File: src/rtl/lbt_pkg.sv
package lbt_pkg;
  typedef struct packed {
    logic sync_ok;
    logic manch_ok;
    logic count_ok;
    logic par_ok;
  } rx_flags_t;

  function automatic logic flags_good(rx_flags_t f);
    return f.sync_ok & f.manch_ok & f.count_ok & f.par_ok;
  endfunction
endpackage

File: src/rtl/lbt_watchdog.sv
module lbt_watchdog #(
  parameter int LIM_A = 900,
  parameter int LIM_B = 33000
) (
  input  logic clk,
  input  logic rst_n,
  input  logic tx_active,
  input  logic variant_b,
  output logic trip
);
  localparam int LIM_MAX = (LIM_A > LIM_B) ? LIM_A : LIM_B;
  localparam int CW      = $clog2(LIM_MAX + 1);

  logic [CW-1:0] cnt;
  logic [CW-1:0] limit;

  assign limit = variant_b ? CW'(LIM_B) : CW'(LIM_A);

  always_ff @(posedge clk or negedge rst_n) begin
    if (!rst_n) begin
      cnt  <= '0;
      trip <= 1'b0;
    end else begin
      trip <= 1'b0;
      if (!tx_active) begin
        cnt <= '0;
      end else if (cnt < limit) begin
        cnt <= cnt + 1'b1;
        if (cnt == limit - 1'b1) trip <= 1'b1;
      end
    end
  end
endmodule

File: src/rtl/lbt_echo_check.sv
module lbt_echo_check
  import lbt_pkg::*;
#(
  parameter int W        = 16,
  parameter int ECHO_TMO = 1600
) (
  input  logic         clk,
  input  logic         rst_n,
  input  logic         tx_valid,
  output logic         tx_ready,
  input  logic [W-1:0] tx_data,
  input  logic         tx_last,
  input  logic         rx_valid,
  input  logic [W-1:0] rx_data,
  input  rx_flags_t    rx_flags,
  output logic         word_accept,
  output logic         resolve,
  output logic         resolve_bad,
  output logic         resolve_last
);
  localparam int TW = $clog2(ECHO_TMO + 1);

  logic          waiting;
  logic [TW-1:0] tmr;
  logic [W-1:0]  exp_q;
  logic          last_q;
  logic          tmo_hit;
  logic          mism;

  assign tx_ready     = !waiting;
  assign word_accept  = tx_valid && !waiting;
  assign tmo_hit      = waiting && (tmr == TW'(ECHO_TMO - 1));
  assign mism         = last_q && (rx_data != exp_q);
  assign resolve      = waiting && (rx_valid || tmo_hit);
  assign resolve_bad  = rx_valid ? (!flags_good(rx_flags) || mism) : 1'b1;
  assign resolve_last = last_q;

  always_ff @(posedge clk or negedge rst_n) begin
    if (!rst_n) begin
      waiting <= 1'b0;
      tmr     <= '0;
      exp_q   <= '0;
      last_q  <= 1'b0;
    end else if (word_accept) begin
      waiting <= 1'b1;
      tmr     <= '0;
      exp_q   <= tx_data;
      last_q  <= tx_last;
    end else if (resolve) begin
      waiting <= 1'b0;
    end else if (waiting) begin
      tmr <= tmr + 1'b1;
    end
  end
endmodule

File: src/rtl/lbt_result.sv
module lbt_result (
  input  logic clk,
  input  logic rst_n,
  input  logic word_accept,
  input  logic resolve,
  input  logic resolve_bad,
  input  logic resolve_last,
  input  logic wd_trip,
  input  logic irq_en,
  input  logic irq_clr,
  output logic msg_done,
  output logic loop_fail,
  output logic irq_req,
  output logic irq_status
);
  logic in_msg;
  logic acc;
  logic final_fail;

  assign final_fail = acc || wd_trip || resolve_bad;

  always_ff @(posedge clk or negedge rst_n) begin
    if (!rst_n) begin
      in_msg    <= 1'b0;
      acc       <= 1'b0;
      msg_done  <= 1'b0;
      loop_fail <= 1'b0;
      irq_req   <= 1'b0;
    end else begin
      msg_done <= 1'b0;
      irq_req  <= 1'b0;
      if (word_accept && !in_msg) begin
        in_msg    <= 1'b1;
        acc       <= wd_trip;
        loop_fail <= 1'b0;
      end else if (resolve && resolve_last) begin
        in_msg    <= 1'b0;
        acc       <= 1'b0;
        msg_done  <= 1'b1;
        loop_fail <= final_fail;
        irq_req   <= final_fail && irq_en;
      end else begin
        acc <= acc || wd_trip || (resolve && resolve_bad);
      end
    end
  end

  always_ff @(posedge clk or negedge rst_n) begin
    if (!rst_n)       irq_status <= 1'b0;
    else if (irq_req) irq_status <= 1'b1;
    else if (irq_clr) irq_status <= 1'b0;
  end
endmodule

File: src/rtl/loopback_selftest_mon.sv
module loopback_selftest_mon
  import lbt_pkg::*;
#(
  parameter int W           = 16,
  parameter int CYC_PER_BIT = 50,
  parameter int ECHO_BITS   = 32,
  parameter int WDOG_LIM_A  = 900,
  parameter int WDOG_LIM_B  = 33000
) (
  input  logic         clk,
  input  logic         rst_n,
  input  logic         variant_b,
  input  logic         tx_active,
  input  logic         irq_en,
  input  logic         irq_clr,
  input  logic         tx_valid,
  output logic         tx_ready,
  input  logic [W-1:0] tx_data,
  input  logic         tx_last,
  input  logic         rx_valid,
  output logic         rx_ready,
  input  logic [W-1:0] rx_data,
  input  logic         rx_sync_ok,
  input  logic         rx_manch_ok,
  input  logic         rx_count_ok,
  input  logic         rx_par_ok,
  output logic         msg_done,
  output logic         loop_fail,
  output logic         irq_req,
  output logic         irq_status
);
  localparam int ECHO_TMO = ECHO_BITS * CYC_PER_BIT;

  rx_flags_t flags;
  logic word_accept, resolve, resolve_bad, resolve_last, wd_trip;

  assign flags    = '{sync_ok: rx_sync_ok, manch_ok: rx_manch_ok,
                      count_ok: rx_count_ok, par_ok: rx_par_ok};
  assign rx_ready = 1'b1;

  lbt_watchdog #(.LIM_A(WDOG_LIM_A), .LIM_B(WDOG_LIM_B)) u_wdog (
    .clk(clk), .rst_n(rst_n), .tx_active(tx_active),
    .variant_b(variant_b), .trip(wd_trip)
  );

  lbt_echo_check #(.W(W), .ECHO_TMO(ECHO_TMO)) u_echo (
    .clk(clk), .rst_n(rst_n), .tx_valid(tx_valid), .tx_ready(tx_ready),
    .tx_data(tx_data), .tx_last(tx_last), .rx_valid(rx_valid),
    .rx_data(rx_data), .rx_flags(flags), .word_accept(word_accept),
    .resolve(resolve), .resolve_bad(resolve_bad), .resolve_last(resolve_last)
  );

  lbt_result u_res (
    .clk(clk), .rst_n(rst_n), .word_accept(word_accept), .resolve(resolve),
    .resolve_bad(resolve_bad), .resolve_last(resolve_last), .wd_trip(wd_trip),
    .irq_en(irq_en), .irq_clr(irq_clr), .msg_done(msg_done),
    .loop_fail(loop_fail), .irq_req(irq_req), .irq_status(irq_status)
  );
endmodule

File: config.mk
export PLATFORM = sky130hd
export DESIGN_NAME = loopback_selftest_mon
export DESIGN_NICKNAME = d
export VERILOG_FILES = /design/src/rtl/lbt_pkg.sv /design/src/rtl/lbt_watchdog.sv /design/src/rtl/lbt_echo_check.sv /design/src/rtl/lbt_result.sv /design/src/rtl/loopback_selftest_mon.sv
export SDC_FILE = /design/constraint.sdc
export NUM_CORES = 1
export LEC_CHECK = 0
export BUFFER_PORTS_ARGS = -buffer_cell sky130_fd_sc_hd__buf_2
export CAP_MARGIN = 15
export CORE_AREA = 5 5 70 120
export DETAILED_ROUTE_END_ITERATION = 12
export DIE_AREA = 0 0 75 125
export PLACE_DENSITY = 0.62
export SYNTH_ARGS = -nofsm -noshare
export SYNTH_HDL_FRONTEND = slang
export SYNTH_SLANG_ARGS = --single-unit
File: constraint.sdc
create_clock -name clk -period 2.05 [get_ports clk]
set_input_delay 0.205 -clock clk [delete_from_list [all_inputs] [get_ports clk]]
set_output_delay 0.205 -clock clk [all_outputs]
set_load 0.01 [all_outputs]
==> impl_results.md <==
- DP HPWL: around 5.3 mm
- Post-Syn Area: between 2000 and 3000 sq um
- Worst slew margin: roughly three fifths
- Final hold violations: 0
- Vias: 2478
- Crit end category: flop
- Vias/cell: 5.21
- ANT nets after route: 0
- Syn nets: 358
- Status: complete, but fails checks
- Slew at the pin closest to its max-slew limit: 0.593 ns
- Gate count of the mapped netlist: 304
- First-pass DRT Iterations: 4
- Starting density of the core: 38.1%
- Die ar.: approximately 9400 sq um
- Most frequent cells in the layout: nand2_1, dfrtp_1, buf_2, buf_4, xnor2_1
- Core area: 7410 sq um
- I/O pins: 51
- Detailed Route WL: 7.27 mm
- Clk buf depth: 2
- Clock Tree Root: clkbuf_16
- TritonCTS clock tree: built
- Area Growth Syn to Fin: 33.1%
- Largest net degree at the start of global routing: 30
- Core Util, Final: 50.7%
- Die width: 75 um
- WP data arrival: ~2.4 ns
- Yosys reg bits: 52
- # diodes: 0
- Initial antenna violation count: 0
- Distinct cell type count of the synthesized netlist: 43
- Slowest cell on the critical path: or4_4
- Avg Inst Size Synth: 9.29 sq um
- CP top delay family: simple AND/OR/NAND/NOR gates
- Bufs and invs on worst path: 1
- Sequential share of the synthesized area: 46.1%
- RSZ-0062 raised after global routing: yes
- # DRC: 0
- Pleak: 0.00188 uW
- Gr ovfl total: 0
- Clock insertion delay at the later pin of the skew report: 0.29 ns
- Fin nets: between 400 and 500
- Violations in the final reports: negative setup slack
- First-pass GRT wire length: between 10 and 15 mm
- Crit-path cells: or4_4 > o31ai_4 > buf_4 > nand4b_4 > or4_1 > a21oi_1
- Critical Path Stages: 6
- Largest stage delay, worst path: around 0.57 ns
- Port-buffer cells: 49
- Final setup TNS: -0.746 ns
- Clk sinks: 52
- TritonCTS Buffers: 5
- Number of global-route vias before repair: 2515
- Reg-to-Reg Start: u_wdog.cnt[14]$_DFFE_PN0P_
- H-tree depth: 2
- # rows: 42
- Tot GR Track Use: 16.2%
- Yosys warnings: 0
- Detailed router's first-iteration violation count: 96
- DIE HEIGHT: 125 um
- Crit path time final: 2.15 ns
- Reg-to-Reg End: u_wdog.cnt[15]$_DFFE_PN0P_
- Layout cell share with drive strength beyond 1: 30.7%
- Clock skew: between 0.005 and 0.006 ns
- Fmax achieved: 0.466 GHz
- CP required: 2.26 ns
- Startpoint type of the worst setup path: flop
- Clock-pin transition on the worst setup and hold timing paths: 0.07 ns
- WL per Instance: between 15 and 20 um
- Crit path to: u_wdog.cnt[15]$_DFFE_PN0P_
- Worst VDD drop: 0.747 mV
- Reg2reg path depth: 6
- Final setup viols: 13
- RePlAce Congestion: 0.873
- Crit-path max FO: 7
- Max_cap viols: 0
- Worst setup path class: reg2reg
- Slew Limit Fails: 0
- Total power per unit cell area: 701 nW/um^2
- Post-route worst setup slack: -0.0962 ns
- Final Cycle Share: 105%
- Min-delay worst type: in2reg
- Setup crit start: u_wdog.cnt[14]$_DFFE_PN0P_
- Commonest non-fill, non-tap cell in the layout: nand2_1
- Worst R2R Setup Slack: -0.1 ns
## through the flow
stage / setup slack [ns] / total power [uW] / std cells / cell area (sq um) / hold slack, ns
4_1_cts: -0.0451 / 2670 / 473 / 3620 / 0.0897
5_1_grt: -0.184 / 2790 / 476 / 3760 / 0.0997
6_report: -0.0962 / 2630 / 476 / 3760 / 0.0954
2_1_floorplan: -0.0157 / 1510 / 304 / 2820 / -0.0906
3_3_place_gp: -0.122 / 1690 / 463 / 3410 / 0.232
3_5_place_dp: -0.132 / 1710 / 463 / 3410 / 0.250
## worst min path at each step
stage / startpoint / slack (ns) / end / depth (start not counted)
4_1_cts: tx_data[14] / 0.09 / u_echo.exp_q[14]$_DFFE_PN0P_ / 3
3_5_place_dp: rst_n / 0.25 / u_echo.exp_q[8]$_DFFE_PN0P_ / 1
5_1_grt: tx_data[14] / 0.1 / u_echo.exp_q[14]$_DFFE_PN0P_ / 3
2_1_floorplan: rst_n / -0.09 / u_echo.exp_q[0]$_DFFE_PN0P_ / 0
3_3_place_gp: rst_n / 0.23 / u_echo.exp_q[0]$_DFFE_PN0P_ / 1
6_report: tx_data[14] / 0.1 / u_echo.exp_q[14]$_DFFE_PN0P_ / 3
## worst min-delay path, stage by stage
cell and delay, ns:
buf_2 0.07, nand2_1 0.04, nand2_1 0.04
## final cells by class
| class | instances | area [sq um] |
|---|---|---|
| Sequential cell | 52 | 1300 |
| Clock buffer | 6 | 129 |
| Timing Repair Buffer | 89 | 602 |
| Multi-Input combinational cell | 228 | 1540 |
| Tap cell | 88 | 110 |
| Clock inverter | 2 | 35.0 |
| Fill cell | 699 | 3650 |
| Inverter | 11 | 41.3 |
## flip-flops by register name, summed over array words and instances (netlist names)
signal,count
u_echo.exp_q,16
u_echo.resolve_last,1
u_echo.tmr,11
u_echo.waiting,1
u_res.acc,1
u_res.in_msg,1
u_res.irq_req,1
u_res.irq_status,1
u_res.loop_fail,1
u_res.msg_done,1
u_wdog.cnt,16
u_wdog.trip,1
## cells by family after synthesis
family                     count (synthesis)  share of synthesized area (%)
adders and majority gates                  9                           3.99
AOI/OAI and AO/OA                         47                           11.3
and+or+nand+nor                          145                           26.5
xor gates and xnor gates                  19                           5.89
other                                      1                          0.133
muxes                                      7                           2.48
buffers and inverters                     24                           3.72
DFF                                       52                           46.1
## cells in the mapped netlist
cell type / count / area share, %
and2_1: 1 / 0.22
o211ai_1: 1 / 0.27
nand2b_1: 6 / 1.3
and3b_1: 1 / 0.31
or3_1: 2 / 0.44
nand4b_2: 1 / 0.53
mux2i_1: 7 / 2.5
o31ai_4: 1 / 0.75
or4_4: 2 / 0.80
buf_2: 3 / 0.53
or3b_2: 2 / 0.62
nand2_1: 68 / 9.0
nor2_1: 11 / 1.5
a21o_1: 5 / 1.3
ha_1: 9 / 4.0
inv_1: 11 / 1.5
buf_4: 3 / 0.80
xnor2_1: 17 / 5.3
nor3b_1: 6 / 1.6
nand3_2: 1 / 0.35
o31ai_1: 10 / 2.7
o311ai_0: 1 / 0.31
nor3_1: 2 / 0.35
nor4_1: 1 / 0.22
o41ai_1: 2 / 0.62
or2_2: 1 / 0.22
clkbuf_1: 7 / 0.93
nand4_1: 7 / 1.6
o21ai_0: 8 / 1.4
nor2b_1: 1 / 0.22
nand3_1: 13 / 2.3
dfrtp_1: 52 / 46
and4_1: 2 / 0.62
a21oi_1: 15 / 2.7
o22a_1: 1 / 0.31
a311o_1: 1 / 0.35
xor2_1: 2 / 0.62
conb_1: 1 / 0.13
a32oi_1: 1 / 0.31
o21a_1: 1 / 0.27
and3_1: 7 / 1.6
or4_1: 9 / 2.4
nor4b_1: 1 / 0.31
## routing by layer
| metal | global-route usage [%] | vias up | share of wire (%) |
|---|---|---|---|
| met1 | 17.5 | 1207 | 38 |
| met3 | 3.29 | 8 | 2.8 |
| li1 | - | 1227 | - |
| met4 | 7.44 | 0 | 2.0 |
| met5 | 0 | - | 0 |
| met2 | 28.8 | 36 | 57 |
## what timing repair did
item / in CTS / in global routing
gates cloned: 0 / 2
endpoints found under the hold margin: 23 / 0
hold buffers: 1 / 0
resized for setup: 5 / 17
setup endpoints to repair: 17 / 22
pin swaps: 3 / 4
buffers inserted: 1 / 1
## power breakdown
group | internal (uW) | switching, uW | leakage, uW
logic | 220 | 241 | 0.00112
registers | 1140 | 86.3 | 0.000683
clock network | 575 | 366 | 0.0000808
total | 1940 | 692 | 0.00188
No activity file was read; power rests on OpenSTA's default activity.
